$ cat config.mk
export PLATFORM = sky130hd
export DESIGN_NAME = adc_frame_serializer
export DESIGN_NICKNAME = d
export VERILOG_FILES = /design/src/rtl/adc_ser_pkg.sv /design/src/rtl/adc_ser_ctrl.sv /design/src/rtl/adc_ser_lane.sv /design/src/rtl/adc_frame_serializer.sv
export SDC_FILE = /design/constraint.sdc
export NUM_CORES = 1
export LEC_CHECK = 0
export ABC_AREA = 1
export BUFFER_PORTS_ARGS = -buffer_cell sky130_fd_sc_hd__buf_2
export CAP_MARGIN = 20
export CORE_MARGIN = 8
export CORE_UTILIZATION = 50
export CTS_CLUSTER_SIZE = 14
export DETAILED_ROUTE_END_ITERATION = 10
export HOLD_SLACK_MARGIN = 0.05
export MAX_ROUTING_LAYER = met4
export PLACE_DENSITY_LB_ADDON = 0.08
export SETUP_SLACK_MARGIN = 0.15
export SYNTH_ARGS = -nofsm -noshare
export SYNTH_HDL_FRONTEND = slang
export SYNTH_HIERARCHICAL = 1
export SYNTH_SLANG_ARGS = --single-unit
$ cat constraint.sdc
create_clock -name clk -period 5.8 [get_ports clk]
set_input_delay 0.58 -clock clk [delete_from_list [all_inputs] [get_ports clk]]
set_output_delay 0.58 -clock clk [all_outputs]
set_load 0.1 [all_outputs]
$ cat src/rtl/adc_ser_pkg.sv
package adc_ser_pkg;

   function automatic int unsigned lane_frame_bits(input int unsigned hdr_w,
                                                   input int unsigned ch_per_lane,
                                                   input int unsigned sample_w);
      return hdr_w + ch_per_lane * sample_w;
   endfunction

   function automatic int unsigned count_width(input int unsigned n);
      return (n <= 2) ? 1 : $clog2(n);
   endfunction

endpackage

$ cat src/rtl/adc_ser_ctrl.sv
module adc_ser_ctrl #(
   parameter int unsigned FRAME_LEN = 100,
   parameter int unsigned OVR_W     = 8
) (
   input  logic             clk,
   input  logic             rst_n,
   input  logic             convert_i,
   input  logic             bit_en_i,
   output logic             load_o,
   output logic             shift_o,
   output logic             first_o,
   output logic             busy_o,
   output logic             last_o,
   output logic [OVR_W-1:0] overrun_cnt_o
);
   localparam int unsigned CNT_W = adc_ser_pkg::count_width(FRAME_LEN);
   localparam logic [CNT_W-1:0] LAST_IDX = CNT_W'(FRAME_LEN - 1);
   localparam logic [OVR_W-1:0] OVR_MAX  = {OVR_W{1'b1}};

   logic [CNT_W-1:0] bit_idx;
   logic             busy;
   logic [OVR_W-1:0] ovr_cnt;

   assign shift_o = bit_en_i & busy;
   assign last_o  = shift_o & (bit_idx == LAST_IDX);
   assign load_o  = convert_i & (~busy | last_o);
   assign first_o = shift_o & (bit_idx == '0);
   assign busy_o  = busy;
   assign overrun_cnt_o = ovr_cnt;

   always_ff @(posedge clk) begin
      if (!rst_n) begin
         busy    <= 1'b0;
         bit_idx <= '0;
      end else if (load_o) begin
         busy    <= 1'b1;
         bit_idx <= '0;
      end else if (shift_o) begin
         if (bit_idx == LAST_IDX) begin
            busy    <= 1'b0;
            bit_idx <= '0;
         end else begin
            bit_idx <= bit_idx + 1'b1;
         end
      end
   end

   always_ff @(posedge clk) begin
      if (!rst_n) begin
         ovr_cnt <= '0;
      end else if (convert_i && !load_o && ovr_cnt != OVR_MAX) begin
         ovr_cnt <= ovr_cnt + 1'b1;
      end
   end
endmodule

$ cat src/rtl/adc_ser_lane.sv
module adc_ser_lane #(
   parameter int unsigned HDR_W       = 4,
   parameter int unsigned CH_PER_LANE = 8,
   parameter int unsigned SAMPLE_W    = 12
) (
   input  logic                            clk,
   input  logic                            rst_n,
   input  logic                            load_i,
   input  logic                            shift_i,
   input  logic                            bit_en_i,
   input  logic [HDR_W-1:0]                header_i,
   input  logic [CH_PER_LANE*SAMPLE_W-1:0] samples_i,
   output logic                            ser_o
);
   localparam int unsigned FRAME_LEN =
      adc_ser_pkg::lane_frame_bits(HDR_W, CH_PER_LANE, SAMPLE_W);

   logic [FRAME_LEN-1:0] frame_word;
   logic [FRAME_LEN-1:0] shreg;
   logic                 ser_q;

   always_comb begin
      frame_word = '0;
      frame_word[FRAME_LEN-1 -: HDR_W] = header_i;
      for (int c = 0; c < int'(CH_PER_LANE); c++) begin
         frame_word[FRAME_LEN-1-HDR_W-c*SAMPLE_W -: SAMPLE_W] =
            samples_i[c*SAMPLE_W +: SAMPLE_W];
      end
   end

   always_ff @(posedge clk) begin
      if (!rst_n) begin
         shreg <= '0;
         ser_q <= 1'b0;
      end else begin
         if (bit_en_i) begin
            ser_q <= shift_i ? shreg[FRAME_LEN-1] : 1'b0;
         end
         if (load_i) begin
            shreg <= frame_word;
         end else if (shift_i) begin
            shreg <= {shreg[FRAME_LEN-2:0], 1'b0};
         end
      end
   end

   assign ser_o = ser_q;
endmodule

$ cat src/rtl/adc_frame_serializer.sv
module adc_frame_serializer #(
   parameter int unsigned NUM_CH    = 16,
   parameter int unsigned SAMPLE_W  = 12,
   parameter int unsigned NUM_LANES = 2,
   parameter int unsigned HDR_W     = 4,
   parameter int unsigned OVR_W     = 8
) (
   input  logic                         clk,
   input  logic                         rst_n,
   input  logic [NUM_CH*SAMPLE_W-1:0]   samples_i,
   input  logic                         convert_i,
   input  logic                         bit_en_i,
   input  logic [HDR_W-1:0]             header_i,
   output logic [NUM_LANES-1:0]         ser_o,
   output logic                         frame_start_o,
   output logic [OVR_W-1:0]             overrun_cnt_o
);
   localparam int unsigned CH_PER_LANE = NUM_CH / NUM_LANES;
   localparam int unsigned LANE_BITS   = CH_PER_LANE * SAMPLE_W;
   localparam int unsigned FRAME_LEN   =
      adc_ser_pkg::lane_frame_bits(HDR_W, CH_PER_LANE, SAMPLE_W);

   generate
      if (NUM_LANES == 0 || (NUM_CH % NUM_LANES) != 0) begin : g_bad_split
         $error("channel count must divide evenly over the lanes");
      end
      if (FRAME_LEN < 2) begin : g_bad_len
         $error("frame must be at least two bits long");
      end
      if (HDR_W == 0 || SAMPLE_W == 0 || OVR_W == 0) begin : g_bad_width
         $error("header, sample and counter widths must be non-zero");
      end
   endgenerate

   logic load, shift, first, busy, last_bit;
   logic fs_q;

   adc_ser_ctrl #(
      .FRAME_LEN (FRAME_LEN),
      .OVR_W     (OVR_W)
   ) u_ctrl (
      .clk           (clk),
      .rst_n         (rst_n),
      .convert_i     (convert_i),
      .bit_en_i      (bit_en_i),
      .load_o        (load),
      .shift_o       (shift),
      .first_o       (first),
      .busy_o        (busy),
      .last_o        (last_bit),
      .overrun_cnt_o (overrun_cnt_o)
   );

   generate
      for (genvar s = 0; s < int'(NUM_LANES); s++) begin : g_lane
         adc_ser_lane #(
            .HDR_W       (HDR_W),
            .CH_PER_LANE (CH_PER_LANE),
            .SAMPLE_W    (SAMPLE_W)
         ) u_lane (
            .clk       (clk),
            .rst_n     (rst_n),
            .load_i    (load),
            .shift_i   (shift),
            .bit_en_i  (bit_en_i),
            .header_i  (header_i),
            .samples_i (samples_i[s*LANE_BITS +: LANE_BITS]),
            .ser_o     (ser_o[s])
         );
      end
   endgenerate

   always_ff @(posedge clk) begin
      if (!rst_n) begin
         fs_q <= 1'b0;
      end else if (bit_en_i) begin
         fs_q <= first;
      end
   end

   assign frame_start_o = fs_q;
endmodule

After elaboration in Yosys (flattened, before gate mapping). Index checks and enable logic that the tools add are counted.

Bitwise operators: 7. Add/sub/neg operators: 2. Multiplexer cells: 10. Eq/ne operators: 2. Reductions and logical operators: 8.

Operators by type and width (count): $mux W100 (4); $add A8 B1 Y8 const B (1); $ne A8 B8 Y1 const B (1); $add A7 B1 Y7 const B (1); $eq A7 B7 Y1 const B (1); $logic_not A7 Y1 (1); $mux W7 (1); $mux W1 (5); $and A1 B1 Y1 (4); $reduce_bool A2 Y1 (2); $logic_and A1 B1 Y1 (2); $not A1 Y1 (2); $reduce_and A2 Y1 (1); $reduce_or A2 Y1 (1); $logic_not A1 Y1 (1); $or A1 B1 Y1 (1).

Register bits: 219. Logic and storage cells: 37. Output and inout bits: 11. Bits of input ports: 200.

Logic depth before layout (Yosys ltp). Gate-level depths: netlist of the first run.

Word-level depth: 7. Depth in mapped cells: 14. Mapped depth without buffers: 12.

By module. The synthesis of the first run kept the hierarchy.

Modules (own cells, without submodules): adc_ser_lane (times used 2, cells an instance 758, area each 4789.6 µm²); adc_ser_ctrl (times used 1, cells an instance 125, area each 879.6 µm²); adc_frame_serializer (times used 1, cells an instance 6, area each 41.3 µm²).

Worst setup path after synthesis of the first run. No wires, ideal clock.

Path type: register to register. From: register u_ctrl.ovr_cnt[0] (netlist: u_ctrl/overrun_cnt_o[0]). To: register u_ctrl.ovr_cnt[2] (netlist: u_ctrl/overrun_cnt_o[2]). Required time: 5.728 ns. Clock period less this slack: 2.076 ns. Path slack: 3.724 ns. Buffers on the path: 0. Stages on the path, launching flop included: 8. Arrival time: 2.004 ns. Path through: dfxtp_1 > ha_1 > nand2_1 > nor2_2 > nand2_1 > nand4_2 > nand2_1 > a21oi_1.

Word-level cells in the longest chain between the ends: 2. Elaborated cells between the ends (all ways): 3. Classes of those cells: add/sub (1); eq/ne (1); reduce/logical (1).

Ends and longest elaborated chain: start, declared (line adc_ser_ctrl.sv:22) `logic [OVR_W-1:0] ovr_cnt;`; start signal, assigned (line adc_ser_ctrl.sv:52) `ovr_cnt <= ovr_cnt + 1'b1;`; branches (longest 2 deep; another with $add A8 B1 Y8).

Several ways; the timed one is not identified. A chain may end at the register's enable or synchronous reset.

Final worst setup path of the first run.
From: register u_ctrl.bit_idx[0]. To: register g_lane[0].u_lane.shreg[13].

Word-level cells in the longest chain between the ends: 5. Elaborated cells between the ends (all ways): 6. Classes of those cells: eq/ne (1); mux (1); bitwise (3); reduce/logical (1).

Ends and longest elaborated chain: start, declared (line adc_ser_ctrl.sv:20) `logic [CNT_W-1:0] bit_idx;`; start signal, assigned (line adc_ser_ctrl.sv:43) `bit_idx <= bit_idx + 1'b1;`; $eq A7 B7 Y1 * (line adc_ser_ctrl.sv:25) `assign last_o = shift_o & (bit_idx == LAST_IDX);`; $and A1 B1 Y1 * (line adc_ser_ctrl.sv:25); $or A1 B1 Y1 * (line adc_ser_ctrl.sv:26) `assign load_o = convert_i & (~busy | last_o);`; $and A1 B1 Y1 * (line adc_ser_ctrl.sv:26); net load (line adc_frame_serializer.sv:35) `logic load, shift, first, busy, last_bit;`; $mux W100 or $reduce_bool A2 Y1 (tied branches); end signal, assigned (line adc_ser_lane.sv:40) `shreg <= frame_word;`; end signal, assigned (line adc_ser_lane.sv:42) `shreg <= {shreg[FRAME_LEN-2:0], 1'b0};`; end, declared (line adc_ser_lane.sv:19) `logic [FRAME_LEN-1:0] shreg;`.

Mark *: on every way through the listed nets, which the timed path passes. The rest lies on a longest branch.

==> flow_summary.toml, run 1 <==
[finish]
multi_input_comb_area_um2 = 4810
post-route-cell-area_um2 = 12300
seqCellArea_um2 = 4380
final_layout_size_suffix_gt1_frac = 0.151
area_growth_pct = 16.8
final_cells = 2075
final_net_count = 1988
post-route-util = 0.589
fillCellCount = 2154

[route]
drt-vias-per-instance = 4.94
vias = 10200
antenna_left = 0
first_iter_violations = 843
wl_per_cell_um = 12.6
drc = 0
routed_wl_mm = 26.2
first_pass_iters = 5

[critical_path]
critical_path.slowest_cell = "sky130_fd_sc_hd__nor2_4"
critPathMaxFanout = 105
setup_crit_path_kind = "reg2reg"
cp_cell_sequence = "ha_1 > nand2_1 > nor2_1 > nand2_2 > nand2_1 > nand2_1 > inv_6 > nor2_4 > buf_4 > nand2_1 > nand3_1 > nand2_1 > inv_1"
cp.required_ps = 6240
crit_path_max_incr_delay_ps = 710
path_common_cell = "sky130_fd_sc_hd__nand2_1"
arrival_ps = 3740
setup.worst_path.end_class = "register"
setup.worst_path.start_class = "register"

[floorplanning]
die_h_um = 161
number_of_placed_i_o_pins = 211
die_width_um = 161
start_util = 0.504
row_count = 53
core_area_um2 = 20800
die_area_um2 = 25900

[pwr]
p_int_mw = 2.67
cellPowerDensity_nw_per_um2 = 295
max-vdd-ir-drop_mv = 0.201
power.share.combinational = 0.132
static-leakage-power_nw = 6.93
power.switching_mw = 0.947
power.sequential.fraction = 0.454
netSwitchingFraction = 0.262
p_clk_frac = 0.414
finalPower_mw = 3.62

[timing]
period_needed_ps = 3300
worst_pin_slew_ps = 1100
layout_worst_path_cycle_share = 0.569
whs_ps = 343
final-setup-viol-count = 0
setup_repair_after_global_routing_missed_its_margin = "false"
timing.max_slew.rel_slack = 0.269
clock.fmax_mhz = 303
slew_violations = 0
final_hold_violating_endpoints = 0
totalNegativeSetupSlack_ps = 0
timing.final.ws_setup_ps = 2500
final.setup_skew_ps = 8.31

[global_routing]
first_global_vias = 9639
pin_count_of_the_biggest_net_entering_global_routing = 107
grtUsageTotal = 0.198
global_route.overflow_total = 0
grt_pass1_wl_mm = 43.9
grt_antenna_before_repair = 0

[logic_synthesis]
syn_area_per_cell_um2 = 6.38
mappedNetlistNets = 1849
syn-instance-count = 1646
yosys_warning_total = 6
synth.cell_area_um2 = 10500

[clocking]
postCtsHoldBufs = 0
tritoncts.num_buffers = 25
clkSinkCount = 219
postCtsResizedCells = 0
h-tree-depth = 1
cts_post_setup_buffers_inserted = 0
worst_setup_hold_path_clk_slew_ps = 50
clock_tree.root_cell = "sky130_fd_sc_hd__clkbuf_16"
cts_buffer_depth = 3
worst_skew_pair.late_latency_ps = 500
tritoncts = "yes"

[placed_design]
setup_slack_at_placement_ps = 2290
dp.final_hpwl_mm = 16.0
number_of_placed_instances_taps_included = 2033
placed_area_um2 = 11500
place_congestion = 0.797
numPortBuffers = 210

[worst_hold_path]
min_path_type = "in2reg"

[status]
outcome = "completed"

[flow_run]
number_of_maximum_capacitance_constraint_violations = 0
path summary, 6_finish.rpt:
path | endpoint | slack (ps) | start | depth (start not counted)
min | g_lane[0].u_lane/ser_o | 340 | bit_en_i | 2
max reg2reg | g_lane[0].u_lane/shreg[13] | 2500 | u_ctrl/bit_idx[0] | 13
max | g_lane[0].u_lane/shreg[13] | 2500 | u_ctrl/bit_idx[0] | 13
min reg2reg | g_lane[0].u_lane/shreg[0] | 460 | g_lane[0].u_lane/shreg[0] | 2
power groups by stage:
| stage | logic, mW | clock network, mW | registers (mW) |
|---|---|---|---|
| 3_3_place_gp | 0.475 | 0 | 1.67 |
| 4_1_cts | 0.483 | 1.54 | 1.64 |
| 6_report | 0.478 | 1.50 | 1.64 |
| 3_5_place_dp | 0.480 | 0 | 1.68 |
| 2_1_floorplan | 0.337 | 0 | 1.68 |
| 5_1_grt | 0.548 | 1.59 | 1.65 |
layout make-up:
type                    instances  area share
diodes                          1    0.000204
clock buffers                  37      0.0596
clock inverters                 4     0.00398
inverters                     218      0.0675
multi-input cells            1103       0.392
flip-flops and latches        219       0.357
well taps                     275      0.0281
repair buffers                218      0.0911
cells in the final DEF, fill, tap and decap left out, types with 2 or more instances in the layout:
cell / count
sky130_fd_sc_hd__a21oi_1: 16
sky130_fd_sc_hd__buf_2: 209
sky130_fd_sc_hd__buf_4: 8
sky130_fd_sc_hd__clkbuf_1: 6
sky130_fd_sc_hd__clkbuf_16: 25
sky130_fd_sc_hd__clkbuf_8: 6
sky130_fd_sc_hd__clkinv_2: 2
sky130_fd_sc_hd__dfxtp_1: 219
sky130_fd_sc_hd__ha_1: 3
sky130_fd_sc_hd__inv_1: 213
sky130_fd_sc_hd__inv_2: 2
sky130_fd_sc_hd__inv_6: 2
sky130_fd_sc_hd__nand2_1: 645
sky130_fd_sc_hd__nand2_2: 2
sky130_fd_sc_hd__nand3_1: 397
sky130_fd_sc_hd__nand3_2: 3
sky130_fd_sc_hd__nand4_1: 3
sky130_fd_sc_hd__nor2_1: 14
sky130_fd_sc_hd__nor2_2: 3
sky130_fd_sc_hd__nor2_4: 3
sky130_fd_sc_hd__nor3_2: 2
sky130_fd_sc_hd__o21ai_0: 2
sky130_fd_sc_hd__xor2_1: 7
sequential cells by signal, indices dropped and copies added (netlist names):
register	cells
g_lane.u_lane/shreg	200
u_ctrl/overrun_cnt_o	8
frame_start_o	1
g_lane.u_lane/ser_o	2
u_ctrl/bit_idx	7
u_ctrl/busy_o	1
critical path, delay by kind of cell (launching register included):
kind	cells	cell delay, ps
flip-flops	1	330
AND/OR/NAND/NOR	9	1490
adder cells (fa/ha/maj)	1	240
buffers and inverters	3	1050
per-layer routing:
| metal | part of all wire | vias up | GRT usage | routed length [um] |
|---|---|---|---|---|
| li1 | - | 5366 | - | - |
| met3 | 0.046 | 45 | 0.0330 | 1200 |
| met1 | 0.48 | 4611 | 0.255 | 12500 |
| met4 | 0.018 | 0 | 0.0488 | 482 |
| met5 | 0 | - | - | 0 |
| met2 | 0.46 | 223 | 0.320 | 11900 |
No activity file was read; power rests on OpenSTA's default activity.
==> inputs of run 2 (changes only) <==
==> constraint.sdc (replaced) <==
create_clock -name clk -period 2.7 [get_ports clk]
set_input_delay 0.27 -clock clk [delete_from_list [all_inputs] [get_ports clk]]
set_output_delay 0.27 -clock clk [all_outputs]
set_load 0.1 [all_outputs]
==> run 2 against run 1 <==
Net effect: non-clock buffer count grew 72; core utilization grew 3.9 points; routed wire length up 2.4%; clock-buffer cell count shrank 5; final area is 6.6% higher; combinational power rose by 140%; clock skew hardly changed; die area unchanged; via count increased by 3.2%; critical endpoint is now g_lane[0].u_lane/shreg[20].
==> flow_summary.toml, run 2 (synthesis gave the netlist of run 1 again) <==
[clocking]
clkSinkCount = 219
tritoncts.num_buffers = 25
worst_setup_hold_path_clk_slew_ps = 60
clock_tree.root_cell = "sky130_fd_sc_hd__clkbuf_16"
cts_post_setup_buffers_inserted = 0
tritoncts = "yes"
h-tree-depth = 1
worst_skew_pair.late_latency_ps = 500
cts_buffer_depth = 3

[timing]
timing.max_slew.rel_slack = 0.549
slew_violations = 0
totalNegativeSetupSlack_ps = 0
period_needed_ps = 2270
setup_repair_after_global_routing_missed_its_margin = "false"
final.setup_skew_ps = 7.95
final-setup-viol-count = 0
clock.fmax_mhz = 441
worst_pin_slew_ps = 676
layout_worst_path_cycle_share = 0.840
final_hold_violating_endpoints = 0

[critical_path]
arrival_ps = 2670
worstReg2RegStart = "u_ctrl/bit_idx[1]"
endpoint_of_the_most_critical_register_to_register_path = "g_lane[0].u_lane/shreg[20]"
cp.required_ps = 3110
rrSetupSlack_ps = 430
critPathMaxFanout = 38
setup_crit_path_kind = "reg2reg"
setup.worst_path.start_class = "register"
reg2reg_depth = 13
setup.worst_path.end_class = "register"

[pwr]
power.switching_mw = 2.10
max-vdd-ir-drop_mv = 0.475
finalPower_mw = 7.95
p_int_mw = 5.85
netSwitchingFraction = 0.264
p_clk_frac = 0.413
power.sequential.fraction = 0.444
power.share.combinational = 0.143
cellPowerDensity_nw_per_um2 = 608
static-leakage-power_nw = 7.29

[finish]
final_cell_mix = "645 x sky130_fd_sc_hd__nand2_1, 397 x sky130_fd_sc_hd__nand3_1, 219 x sky130_fd_sc_hd__dfxtp_1"
final_net_count = 2060
final_common_cell = "sky130_fd_sc_hd__nand2_1"
count_of_antenna_diodes_in_the_layout = 0
fillCellCount = 2051
area_growth_pct = 24.6
registers.top_by_ff_count = "g_lane.u_lane/shreg"
largest_register_ffs = 200
final_layout_size_suffix_gt1_frac = 0.154

[floorplanning]
start_util = 0.504
die_h_um = 161
row_count = 53
die_area_um2 = 25900
number_of_placed_i_o_pins = 211
core_area_um2 = 20800
die_width_um = 161

[worst_hold_path]
hold_depth = 5
whs_endpoint = "g_lane[1].u_lane/shreg[43]"
min_path_type = "in2reg"
hold_path.startpoint = "samples_i[151]"

[route]
wl_per_cell_um = 12.5
first_pass_iters = 5
drt-vias-per-instance = 4.92
drc = 0
routed_wl_mm = 26.8
antenna_left = 0
first_iter_violations = 711
vias = 10600

[global_routing]
global_route.overflow_total = 0
grtUsageTotal = 0.206
grt_pass1_wl_mm = 45.7
grt_antenna_before_repair = 0
first_global_vias = 10000
pin_count_of_the_biggest_net_entering_global_routing = 84

[placed_design]
numPortBuffers = 210
dp.final_hpwl_mm = 16.9
place_congestion = 0.802

[status]
outcome = "completed"

[flow_run]
number_of_maximum_capacitance_constraint_violations = 0
## run 2: cell type report
cell class              count  area (um^2)  area share
flip-flops and latches    219         4380       0.335
clock buffers              32          682      0.0521
inverters                 218          833      0.0637
repair buffers            290         1910       0.146
multi-input cells        1103         4810       0.368
clock inverters            13          121     0.00928
well taps                 275          344      0.0263
## run 2: through the flow
stage / hold slack, ps / area (um^2) / setup WS (ps) / std cells / util
after floorplan: 359 / 10500 / 624 / 1646 / -
after global placement: 449 / 11700 / 392 / 2044 / 0.560
after detailed placement: 452 / 11700 / 345 / 2044 / 0.560
after CTS: 50.5 / 13100 / 324 / 2150 / 0.628
after global routing: 64.3 / 13100 / 206 / 2150 / 0.628
final: 65.4 / 13100 / 433 / 2150 / 0.628
## run 2: metal layers
metal,track usage,up-vias,part of all wire
li1,-,5520,-
met4,0.0467,0,0.019
met2,0.338,229,0.47
met5,-,-,0
met3,0.0307,38,0.043
met1,0.266,4785,0.46
## run 2: power by group through the flow
| stage | Sequential (mW) | Clock, mW | Combinational (mW) |
|---|---|---|---|
| 6_report | 3.53 | 3.29 | 1.14 |
| 4_1_cts | 3.53 | 3.38 | 1.14 |
| 3_3_place_gp | 3.60 | 0 | 1.06 |
| 5_1_grt | 3.55 | 3.52 | 1.30 |
| 2_1_floorplan | 3.60 | 0 | 0.723 |
| 3_5_place_dp | 3.60 | 0 | 1.07 |
## run 2: worst max-delay path by stage
stage | from | endpoint | slack (ps) | depth (start not counted)
3_5_place_dp | u_ctrl/bit_idx[1] | g_lane[1].u_lane/shreg[69] | 350 | 12
3_3_place_gp | u_ctrl/bit_idx[1] | g_lane[1].u_lane/shreg[55] | 390 | 12
4_1_cts | u_ctrl/bit_idx[1] | g_lane[1].u_lane/shreg[55] | 320 | 12
5_1_grt | u_ctrl/bit_idx[1] | g_lane[0].u_lane/shreg[37] | 210 | 12
2_1_floorplan | u_ctrl/overrun_cnt_o[0] | u_ctrl/overrun_cnt_o[2] | 620 | 7
6_report | u_ctrl/bit_idx[1] | g_lane[0].u_lane/shreg[20] | 430 | 13
## run 2: timing repair
item,CTS,global route
resized for setup,0,6
hold endpoints to repair,62,0
setup endpoints to repair,0,69
hold buffers,61,0
## run 2: worst max-delay path, cell delays in order (launching register included)
cell	delay, ps
sky130_fd_sc_hd__dfxtp_1	370
sky130_fd_sc_hd__ha_1	220
sky130_fd_sc_hd__nand2_1	70
sky130_fd_sc_hd__nor2_1	130
sky130_fd_sc_hd__nand2_2	110
sky130_fd_sc_hd__nand2_1	90
sky130_fd_sc_hd__nand2_1	160
sky130_fd_sc_hd__inv_6	280
sky130_fd_sc_hd__inv_4	200
sky130_fd_sc_hd__buf_12	230
sky130_fd_sc_hd__nand3_1	90
sky130_fd_sc_hd__nand3_1	100
sky130_fd_sc_hd__nand2_1	60
sky130_fd_sc_hd__inv_1	40
==> inputs of run 3 (changes only) <==
--- a/config.mk
+++ b/config.mk
@@ -5,7 +5,7 @@
 export SDC_FILE = /design/constraint.sdc
 export NUM_CORES = 1
 export LEC_CHECK = 0
-export ABC_AREA = 1
+export ABC_AREA = 0
 export BUFFER_PORTS_ARGS = -buffer_cell sky130_fd_sc_hd__buf_2
 export CAP_MARGIN = 20
 export CORE_MARGIN = 8
==> constraint.sdc (replaced) <==
create_clock -name clk -period 2.1 [get_ports clk]
set_input_delay 0.21 -clock clk [delete_from_list [all_inputs] [get_ports clk]]
set_output_delay 0.21 -clock clk [all_outputs]
set_load 0.1 [all_outputs]
==> run 3 against run 2 <==
Net effect: routed wire length increased by 15%; total power increased by 39%; flip-flop and latch count unchanged; cell count decreased by 20%; die area increased by 4.2%; sequential power increased by 32%; largest cell class unchanged.
==> flow_summary.toml, run 3 <==
[floorplanning]
die_area_um2 = 27000
die_h_um = 164
number_of_placed_i_o_pins = 211
die_width_um = 164
core_area_um2 = 21700
row_count = 54
start_util = 0.507

[route]
first_iter_violations = 548
vias = 9144
routed_wl_mm = 30.9
antenna_left = 0
wl_per_cell_um = 17.9
drc = 0
drt-vias-per-instance = 5.30
first_pass_iters = 4

[logic_synthesis]
syn-instance-count = 994
syn_area_per_cell_um2 = 11.1
yosys_warning_total = 6
synth.cell_area_um2 = 11000
mappedNetlistNets = 1197

[critical_path]
endpoint_of_the_most_critical_register_to_register_path = "g_lane[1].u_lane/shreg[53]"
path_common_cell = "sky130_fd_sc_hd__clkbuf_16"
rrSetupSlack_ps = 90
cp.required_ps = 2500
cp_cell_sequence = "ha_4 > and3_4 > nand4_1 > a21oi_4 > clkbuf_16 > clkbuf_16 > or2b_1 > o211a_1"
setup.worst_path.end_class = "register"
setup_crit_path_kind = "reg2reg"
arrival_ps = 2410
setup.worst_path.start_class = "register"
crit_cells = 8
path_delay_family = "simple AND/OR/NAND/NOR gates"
reg2reg_depth = 8
critPathMaxFanout = 5
crit_path_max_incr_delay_ps = 360
worstReg2RegStart = "u_ctrl/bit_idx[1]"
crit_buf_inv = 2
critical_path.slowest_cell = "sky130_fd_sc_hd__dfxtp_4"

[placed_design]
place_congestion = 0.776
dp.final_hpwl_mm = 16.2
numPortBuffers = 210

[timing]
whs_ps = 66.9
layout_worst_path_cycle_share = 0.958
timing.max_slew.rel_slack = 0.649
clock.fmax_mhz = 497
setup_repair_after_global_routing_missed_its_margin = "true"
slew_violations = 0
final-setup-viol-count = 0
worst_pin_slew_ps = 530
period_needed_ps = 2010
final.setup_skew_ps = 7.28
final_hold_violating_endpoints = 0

[finish]
multi_input_comb_area_um2 = 6400
final_net_count = 1629
area_growth_pct = 49.1
largest_register_ffs = 200
final_cell_mix = "211 x sky130_fd_sc_hd__dfxtp_1, 210 x sky130_fd_sc_hd__buf_2, 198 x sky130_fd_sc_hd__mux2_2, 198 x sky130_fd_sc_hd__o211a_1, 192 x sky130_fd_sc_hd__dlygate4sd3_1"
final_layout_size_suffix_gt1_frac = 0.411
registers.top_by_ff_count = "g_lane.u_lane/shreg"
fillCellCount = 1446
final_common_cell = "sky130_fd_sc_hd__dfxtp_1"
seqCellArea_um2 = 4400

[global_routing]
first_global_vias = 9083
grt_pass1_wl_mm = 44.8
grtUsageTotal = 0.203
grt_antenna_before_repair = 1
pin_count_of_the_biggest_net_entering_global_routing = 79
global_route.overflow_total = 0

[flow_run]
number_of_maximum_capacitance_constraint_violations = 0

[clocking]
tritoncts = "yes"
cts_buffer_depth = 3
worst_setup_hold_path_clk_slew_ps = 60
clkSinkCount = 219
tritoncts.num_buffers = 25
worst_skew_pair.late_latency_ps = 510
h-tree-depth = 1
clock_tree.root_cell = "sky130_fd_sc_hd__clkbuf_16"

[pwr]
cellPowerDensity_nw_per_um2 = 677
finalPower_mw = 11.1
static-leakage-power_nw = 8.70
max-vdd-ir-drop_mv = 0.607

[worst_hold_path]
hold_path.startpoint = "samples_i[41]"
min_path_type = "in2reg"
hold_depth = 3
whs_endpoint = "g_lane[0].u_lane/shreg[53]"

[status]
outcome = "completed"
==> run 3: worst max-delay path by stage <==
stage                            startpoint                          to  slack [ps]
after floorplan           u_ctrl/bit_idx[0]  g_lane[0].u_lane/shreg[14]          70
after global placement    u_ctrl/bit_idx[1]  g_lane[1].u_lane/shreg[67]          90
after detailed placement  u_ctrl/bit_idx[1]  g_lane[1].u_lane/shreg[67]          50
after CTS                 u_ctrl/bit_idx[0]  g_lane[0].u_lane/shreg[53]         140
after global routing      u_ctrl/bit_idx[1]  g_lane[1].u_lane/shreg[73]         -20
final                     u_ctrl/bit_idx[1]  g_lane[1].u_lane/shreg[53]          90
==> run 3: where the power goes <==
group	total [mW]	internal, mW	switching [mW]
clock network	4.24	2.57	1.66
logic	2.20	1.39	0.818
registers	4.65	4.49	0.159
==> run 3: cell type report <==
class,count,share of cell area
multi-input cells,678,0.391
repair buffers,496,0.269
flip-flops and latches,219,0.268
clock buffers,39,0.0438
well taps,280,0.0214
clock inverters,4,0.00443
inverters,6,0.00137
diodes,3,0.000458
==> run 3: per-layer routing <==
layer / vias up / part of all wire / global-route usage
met4: 0 / 0.020 / 0.0488
met3: 51 / 0.043 / 0.0273
met5: - / 0 / -
met1: 4370 / 0.42 / 0.253
li1: 4499 / - / -
met2: 224 / 0.51 / 0.343
==> run 3: tightest hold or removal path: cells and delay by family <==
family / cells / cell delay, ps
AOI/OAI and AO/OA: 1 / 140
and+or+nand+nor: 1 / 100
buffers and inverters: 1 / 80
==> run 3: repair_timing <==
item / 4_1_cts / 5_1_grt
endpoints found under the hold margin: 197 / 0
pin swaps: 2 / 13
cloned: 2 / 21
endpoints found under the setup margin: 168 / 143
hold buffers: 192 / 0
buffers inserted: 1 / 14
gates resized for setup: 2 / 92
==> run 3: per-stage QoR <==
step / cell area, um^2 / setup TNS, ps / setup slack [ps] / utilization / cells
after floorplan: 11000 / 0 / 66.1 / - / 994
after global placement: 12500 / 0 / 88.6 / 0.575 / 1449
after detailed placement: 12500 / 0 / 48.5 / 0.575 / 1449
after CTS: 15300 / 0 / 138 / 0.705 / 1687
after global routing: 16400 / -79.1 / -20.5 / 0.755 / 1723
final: 16400 / 0 / 88.8 / 0.755 / 1725
